$ cat src/rtl/muldiv_pkg.sv
`timescale 1ns/1ps
package muldiv_pkg;
  localparam int unsigned DEF_DVD_W = 32;
  localparam int unsigned DEF_OPR_W = 16;
  localparam int unsigned BYTE_W    = 8;
  localparam int unsigned STS_BUSY  = 7;
  localparam int unsigned STS_MDONE = 0;
endpackage

$ cat src/rtl/muldiv_mult.sv
`timescale 1ns/1ps
module muldiv_mult #(
  parameter int unsigned W = 16
) (
  input  logic           signed_i,
  input  logic [W-1:0]   a_i,
  input  logic [W-1:0]   b_i,
  output logic [2*W-1:0] p_o
);
  logic [2*W-1:0] a_ext, b_ext;

  // low 2W bits of the extended product are correct for either signedness
  always_comb begin
    a_ext = signed_i ? {{W{a_i[W-1]}}, a_i} : {{W{1'b0}}, a_i};
    b_ext = signed_i ? {{W{b_i[W-1]}}, b_i} : {{W{1'b0}}, b_i};
    p_o   = a_ext * b_ext;
  end
endmodule

$ cat src/rtl/muldiv_div.sv
`timescale 1ns/1ps
module muldiv_div #(
  parameter int unsigned DW = 32,
  parameter int unsigned SW = 16
) (
  input  logic          clk_i,
  input  logic          rst_ni,
  input  logic          start_i,
  input  logic          signed_i,
  input  logic [DW-1:0] dividend_i,
  input  logic [SW-1:0] divisor_i,
  output logic          busy_o,
  output logic          done_o,
  output logic [DW-1:0] quot_o,
  output logic [SW-1:0] rem_o
);
  localparam int unsigned CNT_W = $clog2(DW + 1);

  logic [CNT_W-1:0] cnt_q;
  logic [DW-1:0]    quo_q;
  logic [SW-1:0]    rem_q, dvs_q;
  logic             qneg_q, rneg_q, done_q;

  logic          dvd_neg, dvs_neg;
  logic [DW-1:0] dvd_mag;
  logic [SW-1:0] dvs_mag;
  logic [SW:0]   shifted, diff;
  logic          fits;

  always_comb begin
    dvd_neg = signed_i & dividend_i[DW-1];
    dvs_neg = signed_i & divisor_i[SW-1];
    dvd_mag = dvd_neg ? -dividend_i : dividend_i;
    dvs_mag = dvs_neg ? -divisor_i : divisor_i;
    shifted = {rem_q, quo_q[DW-1]};
    diff    = shifted - {1'b0, dvs_q};
    fits    = shifted >= {1'b0, dvs_q};
  end

  assign busy_o = cnt_q != '0;
  assign done_o = done_q;
  assign quot_o = qneg_q ? -quo_q : quo_q;
  assign rem_o  = rneg_q ? -rem_q : rem_q;

  always_ff @(posedge clk_i or negedge rst_ni) begin
    if (!rst_ni) begin
      cnt_q  <= '0;
      quo_q  <= '0;
      rem_q  <= '0;
      dvs_q  <= '0;
      qneg_q <= 1'b0;
      rneg_q <= 1'b0;
      done_q <= 1'b0;
    end else begin
      done_q <= busy_o && (cnt_q == CNT_W'(1));
      if (start_i) begin
        cnt_q  <= CNT_W'(DW);
        quo_q  <= dvd_mag;
        rem_q  <= '0;
        dvs_q  <= dvs_mag;
        qneg_q <= dvd_neg ^ dvs_neg;
        rneg_q <= dvd_neg;
      end else if (busy_o) begin
        cnt_q <= cnt_q - CNT_W'(1);
        quo_q <= {quo_q[DW-2:0], fits};
        rem_q <= fits ? diff[SW-1:0] : shifted[SW-1:0];
      end
    end
  end

  assert_start_idle_R10: assert property (@(posedge clk_i) disable iff (!rst_ni)
    start_i |-> !busy_o);
  assert_rem_below_divisor_R5: assert property (@(posedge clk_i) disable iff (!rst_ni)
    done_q |-> rem_q < dvs_q);
  assert_finish_R9: assert property (@(posedge clk_i) disable iff (!rst_ni)
    (busy_o && cnt_q == CNT_W'(1)) |=> (done_o && !busy_o));
endmodule

$ cat src/rtl/muldiv_unit.sv
`timescale 1ns/1ps
module muldiv_unit #(
  parameter int unsigned DVD_W = muldiv_pkg::DEF_DVD_W,
  parameter int unsigned OPR_W = muldiv_pkg::DEF_OPR_W,
  localparam int unsigned DVD_B    = DVD_W / 8,
  localparam int unsigned OPR_B    = OPR_W / 8,
  localparam int unsigned DVD_BASE = 0,
  localparam int unsigned MUL_BASE = DVD_BASE + DVD_B,
  localparam int unsigned DVS_BASE = MUL_BASE + OPR_B,
  localparam int unsigned RES_BASE = DVS_BASE + OPR_B,
  localparam int unsigned REM_BASE = RES_BASE + DVD_B,
  localparam int unsigned FLG_ADDR = REM_BASE + OPR_B,
  localparam int unsigned STS_ADDR = FLG_ADDR + 1,
  localparam int unsigned ADDR_W   = $clog2(STS_ADDR + 1)
) (
  input  logic              clk_i,
  input  logic              rst_ni,
  input  logic [ADDR_W-1:0] reg_addr_i,
  input  logic              reg_we_i,
  input  logic [7:0]        reg_wdata_i,
  output logic [7:0]        reg_rdata_o
);
  import muldiv_pkg::*;

  logic [DVD_W-1:0] dvd_q, dvd_d, res_q, prod, quot;
  logic [OPR_W-1:0] mul_q, mul_d, dvs_q, dvs_d, rem_q, rem_div;
  logic             sgn_q, mdone_q, busy_q;
  logic             wr_ok, mul_go, div_go, dvz, div_start, div_busy, div_done;

  always_comb begin
    wr_ok = reg_we_i && !busy_q;
    dvd_d = dvd_q;
    mul_d = mul_q;
    dvs_d = dvs_q;
    for (int b = 0; b < DVD_B; b++)
      if (wr_ok && reg_addr_i == ADDR_W'(DVD_BASE + b)) dvd_d[8*b +: 8] = reg_wdata_i;
    for (int b = 0; b < OPR_B; b++) begin
      if (wr_ok && reg_addr_i == ADDR_W'(MUL_BASE + b)) mul_d[8*b +: 8] = reg_wdata_i;
      if (wr_ok && reg_addr_i == ADDR_W'(DVS_BASE + b)) dvs_d[8*b +: 8] = reg_wdata_i;
    end
    // top operand byte triggers the operation
    mul_go    = wr_ok && reg_addr_i == ADDR_W'(MUL_BASE + OPR_B - 1);
    div_go    = wr_ok && reg_addr_i == ADDR_W'(DVS_BASE + OPR_B - 1);
    dvz       = div_go && (dvs_d == '0);
    div_start = div_go && !dvz;
  end

  muldiv_mult #(.W(OPR_W)) i_mult (
    .signed_i (sgn_q),
    .a_i      (dvd_q[OPR_W-1:0]),
    .b_i      (mul_d),
    .p_o      (prod)
  );

  muldiv_div #(.DW(DVD_W), .SW(OPR_W)) i_div (
    .clk_i      (clk_i),
    .rst_ni     (rst_ni),
    .start_i    (div_start),
    .signed_i   (sgn_q),
    .dividend_i (dvd_q),
    .divisor_i  (dvs_d),
    .busy_o     (div_busy),
    .done_o     (div_done),
    .quot_o     (quot),
    .rem_o      (rem_div)
  );

  always_ff @(posedge clk_i or negedge rst_ni) begin
    if (!rst_ni) begin
      dvd_q   <= '0;
      mul_q   <= '0;
      dvs_q   <= '0;
      res_q   <= '0;
      rem_q   <= '0;
      sgn_q   <= 1'b0;
      mdone_q <= 1'b0;
      busy_q  <= 1'b0;
    end else begin
      dvd_q <= dvd_d;
      mul_q <= mul_d;
      dvs_q <= dvs_d;
      if (wr_ok && reg_addr_i == ADDR_W'(FLG_ADDR)) sgn_q <= reg_wdata_i[0];
      if (mul_go) begin
        res_q   <= prod;
        mdone_q <= 1'b1;
      end
      if (dvz) begin
        res_q <= '0;
        rem_q <= dvd_q[OPR_W-1:0];
      end
      if (div_start) busy_q <= 1'b1;
      if (div_done) begin
        res_q  <= quot;
        rem_q  <= rem_div;
        busy_q <= 1'b0;
      end
    end
  end

  always_comb begin
    reg_rdata_o = '0;
    for (int b = 0; b < DVD_B; b++) begin
      if (reg_addr_i == ADDR_W'(DVD_BASE + b)) reg_rdata_o = dvd_q[8*b +: 8];
      if (reg_addr_i == ADDR_W'(RES_BASE + b)) reg_rdata_o = res_q[8*b +: 8];
    end
    for (int b = 0; b < OPR_B; b++) begin
      if (reg_addr_i == ADDR_W'(MUL_BASE + b)) reg_rdata_o = mul_q[8*b +: 8];
      if (reg_addr_i == ADDR_W'(DVS_BASE + b)) reg_rdata_o = dvs_q[8*b +: 8];
      if (reg_addr_i == ADDR_W'(REM_BASE + b)) reg_rdata_o = rem_q[8*b +: 8];
    end
    if (reg_addr_i == ADDR_W'(FLG_ADDR)) reg_rdata_o = {7'b0, sgn_q};
    if (reg_addr_i == ADDR_W'(STS_ADDR)) begin
      reg_rdata_o[STS_BUSY]  = busy_q;
      reg_rdata_o[STS_MDONE] = mdone_q;
    end
  end

  assert_busy_hold_R10: assert property (@(posedge clk_i) disable iff (!rst_ni)
    (busy_q && reg_we_i) |=> ($stable(dvd_q) && $stable(mul_q) && $stable(dvs_q) && $stable(sgn_q)));
  assert_busy_rise_R9: assert property (@(posedge clk_i) disable iff (!rst_ni)
    $rose(busy_q) |-> $past(reg_we_i && reg_addr_i == ADDR_W'(DVS_BASE + OPR_B - 1)));
  assert_busy_clear_R9: assert property (@(posedge clk_i) disable iff (!rst_ni)
    div_done |=> !busy_q);
  assert_div_zero_R7: assert property (@(posedge clk_i) disable iff (!rst_ni)
    dvz |=> (res_q == '0 && rem_q == $past(dvd_q[OPR_W-1:0]) && !busy_q));
  assert_mdone_sticky_R8: assert property (@(posedge clk_i) disable iff (!rst_ni)
    mdone_q |=> mdone_q);
endmodule

$ cat config.mk
export PLATFORM = sky130hd
export DESIGN_NAME = muldiv_unit
export DESIGN_NICKNAME = d
export VERILOG_FILES = /design/src/rtl/muldiv_pkg.sv /design/src/rtl/muldiv_mult.sv /design/src/rtl/muldiv_div.sv /design/src/rtl/muldiv_unit.sv
export SDC_FILE = /design/constraint.sdc
export NUM_CORES = 1
export LEC_CHECK = 0
export BUFFER_PORTS_ARGS = -buffer_cell sky130_fd_sc_hd__buf_2
export CAP_MARGIN = 25
export CORE_UTILIZATION = 61
export CTS_CLUSTER_DIAMETER = 80
export CTS_CLUSTER_SIZE = 28
export DETAILED_ROUTE_END_ITERATION = 8
export PLACE_DENSITY = 0.82
export SETUP_SLACK_MARGIN = 0.05
export SYNTH_ARGS = -nofsm -noshare
export SYNTH_HDL_FRONTEND = slang
export SYNTH_SLANG_ARGS = --single-unit
export TNS_END_PERCENT = 100
$ cat constraint.sdc
create_clock -name clk_i -period 11.15 [get_ports clk_i]
set_input_delay 1.6725 -clock clk_i [delete_from_list [all_inputs] [get_ports clk_i]]
set_output_delay 1.6725 -clock clk_i [all_outputs]
set_load 0.01 [all_outputs]
Word-level counts from Yosys, hierarchy flattened

Index checks and enable logic that the tools add are counted.

Memory bits (writable): 0
Register bits: 188
Bits in read-only memories: 0
Memories: 0
Latch bits: 0

Mux-type cells: 41
Divide/modulo/power cells: 0
Shift operators: 0
Equal/unequal tests: 16
Add/subtract/negate cells: 6
Bitwise operators: 3
Reduce and logical (&&, ||, !) cells: 22
Multiply operators: 1
Order comparisons: 1

Operators with widths:

| operator              | count |
|---|---|
| $mux W32              | 9 |
| $mux W8               | 19 |
| $mux W16              | 7 |
| $neg A32 Y32          | 2 |
| $eq A4 B4 Y1 const B  | 8 |
| $mul A32 B32 Y32      | 1 |
| $neg A16 Y16          | 2 |
| $ge A17 B16 Y1        | 1 |
| $eq A4 B3 Y1 const B  | 4 |
| $logic_not A16 Y1     | 1 |
| $sub A16 B16 Y16      | 1 |
| $logic_and A1 B1 Y1   | 13 |
| $mux W6               | 2 |
| $eq A4 B2 Y1 const B  | 2 |
| $eq A6 B1 Y1 const B  | 1 |
| $reduce_bool A2 Y1    | 3 |
| $reduce_bool A6 Y1    | 1 |
| $sub A6 B1 Y6 const B | 1 |
| $eq A4 B1 Y1 const B  | 1 |
| $logic_not A4 Y1      | 1 |
| $mux W1               | 4 |
| $reduce_bool A3 Y1    | 1 |
| $and A1 B1 Y1         | 2 |
| $logic_not A1 Y1      | 2 |
| $xor A1 B1 Y1         | 1 |

Logic depth before layout (Yosys ltp)

Gate-level depths: netlist of the first run.

Depth in word-level cells: 17
Gate-level depth with buffers: 34
Mapped depth without buffers: 30

Modules after synthesis

A second synthesis of the first run with hierarchy kept.

Cell total of the unflattened synthesis: 2666
Area, all modules: 24895.1 µm²

By module, submodules not included:

| module      | cells an instance | area each (µm²) | instances |
|---|---|---|---|
| muldiv_mult | 1338              | 12739.7         | 1 |
| muldiv_unit | 597               | 6194.7          | 1 |
| muldiv_div  | 731               | 5960.7          | 1 |

Worst setup path after synthesis of the first run

Ideal clock, no wire load.

Path kind: input-to-reg
Start point: in reg_addr_i[3]
End point: reg res_q[29]
Data arrival time: 9887 ps
Setup time: 121 ps
Slack: 1142 ps
Path buffers: 3
Data required time: 11029 ps
Cell stages on the path: 30
Cells stage by stage: buf_2 -> nand2b_4 -> buf_6 -> nor3_2 -> nand2_1 -> mux2i_1 -> clkbuf_1 -> inv_1 -> nand2_1 -> inv_1 -> fa_1 -> fa_1 -> fa_1 -> inv_1 -> fa_1 -> inv_1 -> fa_1 -> fa_1 -> fa_1 -> fa_1 -> ha_1 -> and4_1 -> a221o_1 -> or3_1 -> a31oi_1 -> o21bai_1 -> a21oi_1 -> xor2_1 -> o21ai_0 -> a22o_1

Word-level cells in the longest chain between the ends: 8
Elaborated cells between the ends (all ways): 20
Those cells by class: mul (1); eq/ne (4); mux (8); reduce/logical (7)

Ends and longest elaborated chain:

| element              | line              | source |
|---|---|---|
| start, declared      | muldiv_unit.sv:18 | `input logic [ADDR_W-1:0] reg_addr_i,` |
| $eq A4 B3 Y1         | muldiv_unit.sv:38 | `if (wr_ok && reg_addr_i == ADDR_W'(MUL_BASE + b)) mul_d[8*b +: 8] = reg_wdata_i;` |
| $logic_and A1 B1 Y1  | muldiv_unit.sv:38 |  |
| $mux W8              | muldiv_unit.sv:38 |  |
| $mux W32             | muldiv_mult.sv:15 | `b_ext = signed_i ? {{W{b_i[W-1]}}, b_i} : {{W{1'b0}}, b_i};` |
| via i_mult.b_ext[5]  | muldiv_mult.sv:10 | `logic [2*W-1:0] a_ext, b_ext;` |
| $mul A32 B32 Y32     | muldiv_mult.sv:16 | `p_o = a_ext * b_ext;` |
| $mux W32             | muldiv_unit.sv:83 | `if (mul_go) begin` |
| $mux W32             | muldiv_unit.sv:87 | `if (dvz) begin` |
| $mux W32             | muldiv_unit.sv:92 | `if (div_done) begin` |
| end signal, assigned | muldiv_unit.sv:84 | `res_q <= prod;` |
| end signal, assigned | muldiv_unit.sv:93 | `res_q <= quot;` |
| end, declared        | muldiv_unit.sv:25 | `logic [DVD_W-1:0] dvd_q, dvd_d, res_q, prod, quot;` |

The timed path passes the listed nets, and every way through them passes these cells. The select of a mux whose other input is x is not followed.
A chain may end at the register's enable or synchronous reset.

Final worst setup path of the first run

Start point: in reg_addr_i[1]
End point: reg res_q[26]

Word-level cells in the longest chain between the ends: 8
Elaborated cells between the ends (all ways): 20
Those cells by class: mul (1); eq/ne (4); mux (8); reduce/logical (7)

Ends and longest elaborated chain:

| element                                | line |
|---|---|
| $eq A4 B3 Y1 (on tied branches)        | muldiv_unit.sv:38, muldiv_unit.sv:42 |
| $logic_and A1 B1 Y1 (on tied branches) | muldiv_unit.sv:38, muldiv_unit.sv:42 |
| $mux W8                                | muldiv_unit.sv:38 |
| $mux W32                               | muldiv_mult.sv:15 |
| $mul A32 B32 Y32                       | muldiv_mult.sv:16 |
| $mux W32                               | muldiv_unit.sv:83 |
| $mux W32                               | muldiv_unit.sv:87 |
| $mux W32                               | muldiv_unit.sv:92 |

Parallel ways exist; a longest one is shown, timed or not. The select of a mux whose other input is x is not followed.

==> results_dict.tcl, run 1 <==
set metrics [dict create \
    areaGrowthSynthToFinish_pct 4.87 \
    yosys_warnings 0 \
    required_ps 11490 \
    synth-edff-count 0 \
    max_cap_violations 0 \
    fmaxAchievable_mhz 99.1 \
    cp-end-kind "register" \
    r2r-start "busy_q" \
    crit_start "reg_addr_i[1]" \
    outcome "finished clean" \
    path_buf_inv 6 \
    insertion_delay_ps 460 \
    dieArea_sq_um 40900 \
    slew_headroom_pct 27.5 \
    dr.pass1.iters 6 \
    rows 73 \
    ctsResizeCount 0 \
    busiest_layer "met2" \
    drv_slew 0 \
    grt_pass1_wl_um 116000 \
    synth_top_area_share_pct 27.4 \
    start_util_pct 61.7 \
    drt_iter0_markers 1561 \
    ioPinCount 23 \
    grt.overflow.total 0 \
    postCtsSetupRepairBufs 0 \
    hold_buffers 0 \
    yosysMostFrequentCell "inv_1" \
    cpLargestDelayFamily "adder cells" \
    setup_tns_ps 0 \
    synth_top_family_by_area "adder cells" \
    core_area_sq_um 39600 \
    yosys-top-cells-count "inv_1, fa_1, nand2_1, dfrtp_1, nor2_1" \
    synth_fp_nets 3196 \
    postRouteAntennaNets 0 \
    synthCells 2696 \
    nets 3144 \
    wl_per_cell_um 22.7 \
    viasPerCell 6.11 \
    use_met2_pct 60.8 \
    min_from "i_div.dvs_q[2]" \
    drc 0 \
    io_buffers 22 \
    ys.flop_type "dfrtp_1" \
    yosysUniqueCellTypes 70 \
    critPathArrivalTime_ps 10430 \
    syn_avg_cell_area_sq_um 9.08 \
    dp_hpwl_um 56600 \
    yosysTopAreaCell "fa_1" \
    die_h_um 202 \
    finalCritPeriodShare_pct 90.5 \
    die_w_um 202 \
    cts_tree "yes" \
    hold_viol 0 \
    placed_area_sq_um 25000 \
    rsz0062_at_grt "no" \
    layout_min_cycle_time_ps 10090 \
    grtUsageTotal_pct 37.1 \
    use_met1_pct 47.7 \
    hp-class "reg2reg" \
    path_class "in2reg" \
    cpMostUsedCell "fa_1" \
    async_flop_share_pct 100 \
    worst_slew_pin_slew_ps 1080 \
    yosys.area_share.xor_xnor_pct 5.93 \
    ys_seq_elements 188 \
    fin_util_pct 64.7 \
    muxShareOfSynthArea_pct 4.15 \
    crit_slowest_cell "fa_1" \
    drive_gt1_share_pct 6.47 \
    syn-cell-area_sq_um 24500 \
    htreeDepth 4 \
    use_met3_pct 6.01 \
    vias 19500 \
    synth_compound_area_share_pct 11.2 \
    synth_fa_ha_area_share_pct 35.1 \
    start_kind "input pin" \
    cts-buffers-inserted 17 \
    yosys.area_share.simple_pct 16.2 \
    clkSlewWorstSetupHoldPaths_ps 80 \
    ys_top_cells_by_area "fa_1, dfrtp_1, ha_1" \
    antenna_found_initial 1 \
    grt_max_degree 115 \
    routed_wl_um 72300 \
    clock-sinks 188 \
    clockBufferDepth 2 \
    final.setup_skew_ps 13.5 \
    cp_max_fo 16 \
    seq_area_frac_synth_pct 19.2 \
    ctsRootBufferMaster "clkbuf_16" \
    setup_viol 0 \
    max_stage_delay_ps 580 \
    grt_pass1_vias 20700 \
    final_cell_area_sq_um 25700 \
    gp_routability_congestion 0.999 \
]
-- path summary, 6_finish.rpt --
path	slack, ps	endpoint	cells past startpoint
setup / recovery	1060	res_q[26]	27
hold / removal	490	i_div.dvs_q[2]	2
setup reg to reg	2140	res_q[26]	26
hold reg to reg	490	i_div.dvs_q[2]	2
max in group asynchronous	8660	mul_q[10]	3
min in group asynchronous	1320	i_div.quo_q[27]	1
-- sequential cells by signal, summed over array words and instances (netlist names), 6 cells and up --
| signal | flops |
|---|---|
| dvd_q | 32 |
| dvs_q | 16 |
| i_div.cnt_q | 6 |
| i_div.dvs_q | 16 |
| i_div.quo_q | 32 |
| i_div.rem_q | 16 |
| mul_q | 16 |
| rem_q | 16 |
| res_q | 32 |
-- worst reg2reg max path: cells and delay by family, from the launching register on --
kind | cells | cell delay [ps]
AO/OA/AOI/OAI | 5 | 1350
flip-flops | 1 | 420
adder cells (fa/ha/maj) | 9 | 3990
multiplexers | 1 | 550
XOR/XNOR | 1 | 290
AND/OR/NAND/NOR | 5 | 1480
buffers and inverters | 5 | 830
-- layer usage --
metal | share of wire (%) | vias to the layer above
met5 | 0 | -
met4 | 5.9 | 0
met3 | 8.1 | 242
met2 | 47 | 920
met1 | 39 | 9699
li1 | - | 8595
-- cell families (layout without fill, tap and decap cells) --
| family | Yosys count | count (layout) |
|---|---|---|
| fa+ha+maj | 485 | 485 |
| mux | 95 | 95 |
| buf+inv | 522 | 483 |
| other cells | 0 | 1 |
| compound gates | 433 | 433 |
| flops | 188 | 188 |
| simple gates | 809 | 809 |
| xor+xnor | 164 | 164 |
-- layout by cell type, fill, tap and decap left out, types with 9 or more instances in the layout --
cell         n
nand3_1     22
a21o_1      21
a21oi_1    105
o41ai_1      9
a221oi_1    11
a211oi_1     9
nand2b_1    30
mux2_2      48
nor2b_1     49
a22oi_1     17
nor4_1      10
and3_1      20
xnor2_1    127
o21ai_0    123
o31ai_1     25
inv_1      380
buf_4       46
mux2i_1     46
ha_1       150
nor3_1      31
or4_1       12
nor2_1     161
and2_1     139
clkbuf_16   17
a221o_1      9
xor2_1      36
buf_2       21
a31oi_1     38
nand2_1    290
fa_1       335
dfrtp_1    187
or3_1       14
-- area by class of cell --
cell class              count  area (sq um)
multi-input cells        1986         17700
inverters                 382          1430
repair buffers             69           492
diodes                      1          2.50
clock inverters            15           201
well taps                 525           657
flip-flops and latches    188          4710
fillers                  3311         14000
clock buffers              17           425
-- per-stage QoR --
stage | hold slack, ps | std cells | setup WS (ps)
final | 492 | 3183 | 1060
after global routing | 505 | 3182 | 709
after CTS | 479 | 3181 | 1220
after detailed placement | 461 | 3149 | 796
after global placement | 453 | 3149 | 821
after floorplan | 434 | 2696 | 1140
Power of run 1 is left out: the tool's default activity adds up to more than one toggle a clock period on the data nets, which glitch-free logic cannot reach.
==> run 2, diff against run 1 <==
- HOLD_SLACK_MARGIN: not set -> 0.1
- PLACE_DENSITY: 0.82 -> 0.77
- TNS_END_PERCENT: 100 -> 30
==> results_dict.tcl, run 2 (synthesized netlist as in run 1, its figures left out) <==
set metrics [dict create \
    outcome "finished clean" \
    die_h_um 202 \
    dr.pass1.iters 8 \
    core_area_sq_um 39600 \
    path_class "in2reg" \
    layout_min_cycle_time_ps 10140 \
    viasPerCell 6.15 \
    areaGrowthSynthToFinish_pct 5.07 \
    ctsResizeCount 0 \
    drc 0 \
    final_common_cell "inv_1" \
    final.setup_skew_ps 11.6 \
    drive_gt1_share_pct 6.89 \
    routed_wl_um 70900 \
    dp_hpwl_um 54500 \
    gp_routability_congestion 0.984 \
    cp-end-kind "register" \
    start_kind "input pin" \
    cp_max_fo 16 \
    ioPinCount 23 \
    postRouteAntennaNets 0 \
    dp_cells 3161 \
    die_w_um 202 \
    met3WireLength_um 6490 \
    largest_registers "dvd_q (32), i_div.quo_q (32), res_q (32)" \
    final_cell_area_sq_um 25700 \
    worst_slew_pin_slew_ps 1080 \
    grtUsageTotal_pct 36.3 \
    nets 3156 \
    drv_slew 0 \
    grt.overflow.total 0 \
    hold_viol 0 \
    slew_headroom_pct 27.8 \
    routed-wl-met2_um 32100 \
    instances_no_fill 3194 \
    setup_viol 0 \
    insertion_delay_ps 460 \
    r2r_slack_ps 2140 \
    grt_max_degree 121 \
    critPathArrivalTime_ps 10480 \
    cpMostUsedCell "fa_1" \
    hp-class "reg2reg" \
    setup_tns_ps 0 \
    grt_pass1_wl_um 114000 \
    clock-sinks 188 \
    drt_iter0_markers 1969 \
    hold_buffers 0 \
    routed.top_layer "met4" \
    diodes 0 \
    wl_per_cell_um 22.2 \
    htreeDepth 4 \
    clkSlewWorstSetupHoldPaths_ps 70 \
    finalCritPeriodShare_pct 91.0 \
    ctsRootBufferMaster "clkbuf_16" \
    fmaxAchievable_mhz 98.6 \
    required_ps 11490 \
    io_buffers 22 \
    cts_tree "yes" \
    layout_common_cells "inv_1, fa_1, nand2_1" \
    wl_met1_um 29000 \
    grt_pass1_vias 20100 \
    placed_area_sq_um 25100 \
    clockBufferDepth 2 \
    start_util_pct 61.7 \
    vias 19600 \
    max_stage_delay_ps 670 \
    rsz0062_at_grt "no" \
    antenna_found_initial 1 \
    rows 73 \
    dieArea_sq_um 40900 \
    max_cap_violations 0 \
    postCtsSetupRepairBufs 0 \
    cts-buffers-inserted 17 \
    crit_slowest_cell "fa_1" \
]
run 2: path summary, 6_finish.rpt:
kind                                 start  cells past startpoint              end
setup / recovery             reg_addr_i[2]                     30        res_q[29]
hold reg to reg            i_div.dvs_q[14]                      2  i_div.dvs_q[14]
max in group asynchronous           rst_ni                      3        res_q[10]
hold / removal             i_div.dvs_q[14]                      2  i_div.dvs_q[14]
min in group asynchronous           rst_ni                      1   i_div.rem_q[6]
setup reg to reg                    busy_q                     29        res_q[30]
run 2: layout make-up:
type,instances,area [sq um]
clock buffers,18,429
inverters,382,1430
flip-flops and latches,188,4710
fillers,3286,13900
well taps,525,657
repair buffers,81,582
multi-input cells,1986,17700
clock inverters,14,155
run 2: layer usage:
layer  vias to the layer above  GRT usage (%)
met5                         -              0
met4                         0           15.2
met3                       218           7.21
met2                       971           56.2
met1                      9806           50.0
li1                       8638              -
run 2: worst max-delay path, delay by kind of cell:
family | cells | cell delay, ps
simple gates | 5 | 970
mux | 1 | 200
xor+xnor | 1 | 160
buf+inv | 6 | 1280
compound gates | 8 | 1560
fa+ha+maj | 9 | 4640
run 2: per-stage QoR:
step / utilization, % / hold WS (ps) / setup WS [ps]
2_1_floorplan: - / 434 / 1140
3_3_place_gp: 63.3 / 461 / 827
3_5_place_dp: 63.3 / 474 / 687
4_1_cts: 64.8 / 491 / 1130
5_1_grt: 64.9 / 509 / 627
6_report: 64.9 / 484 / 1010
Power of run 2 is left out for the same reason.
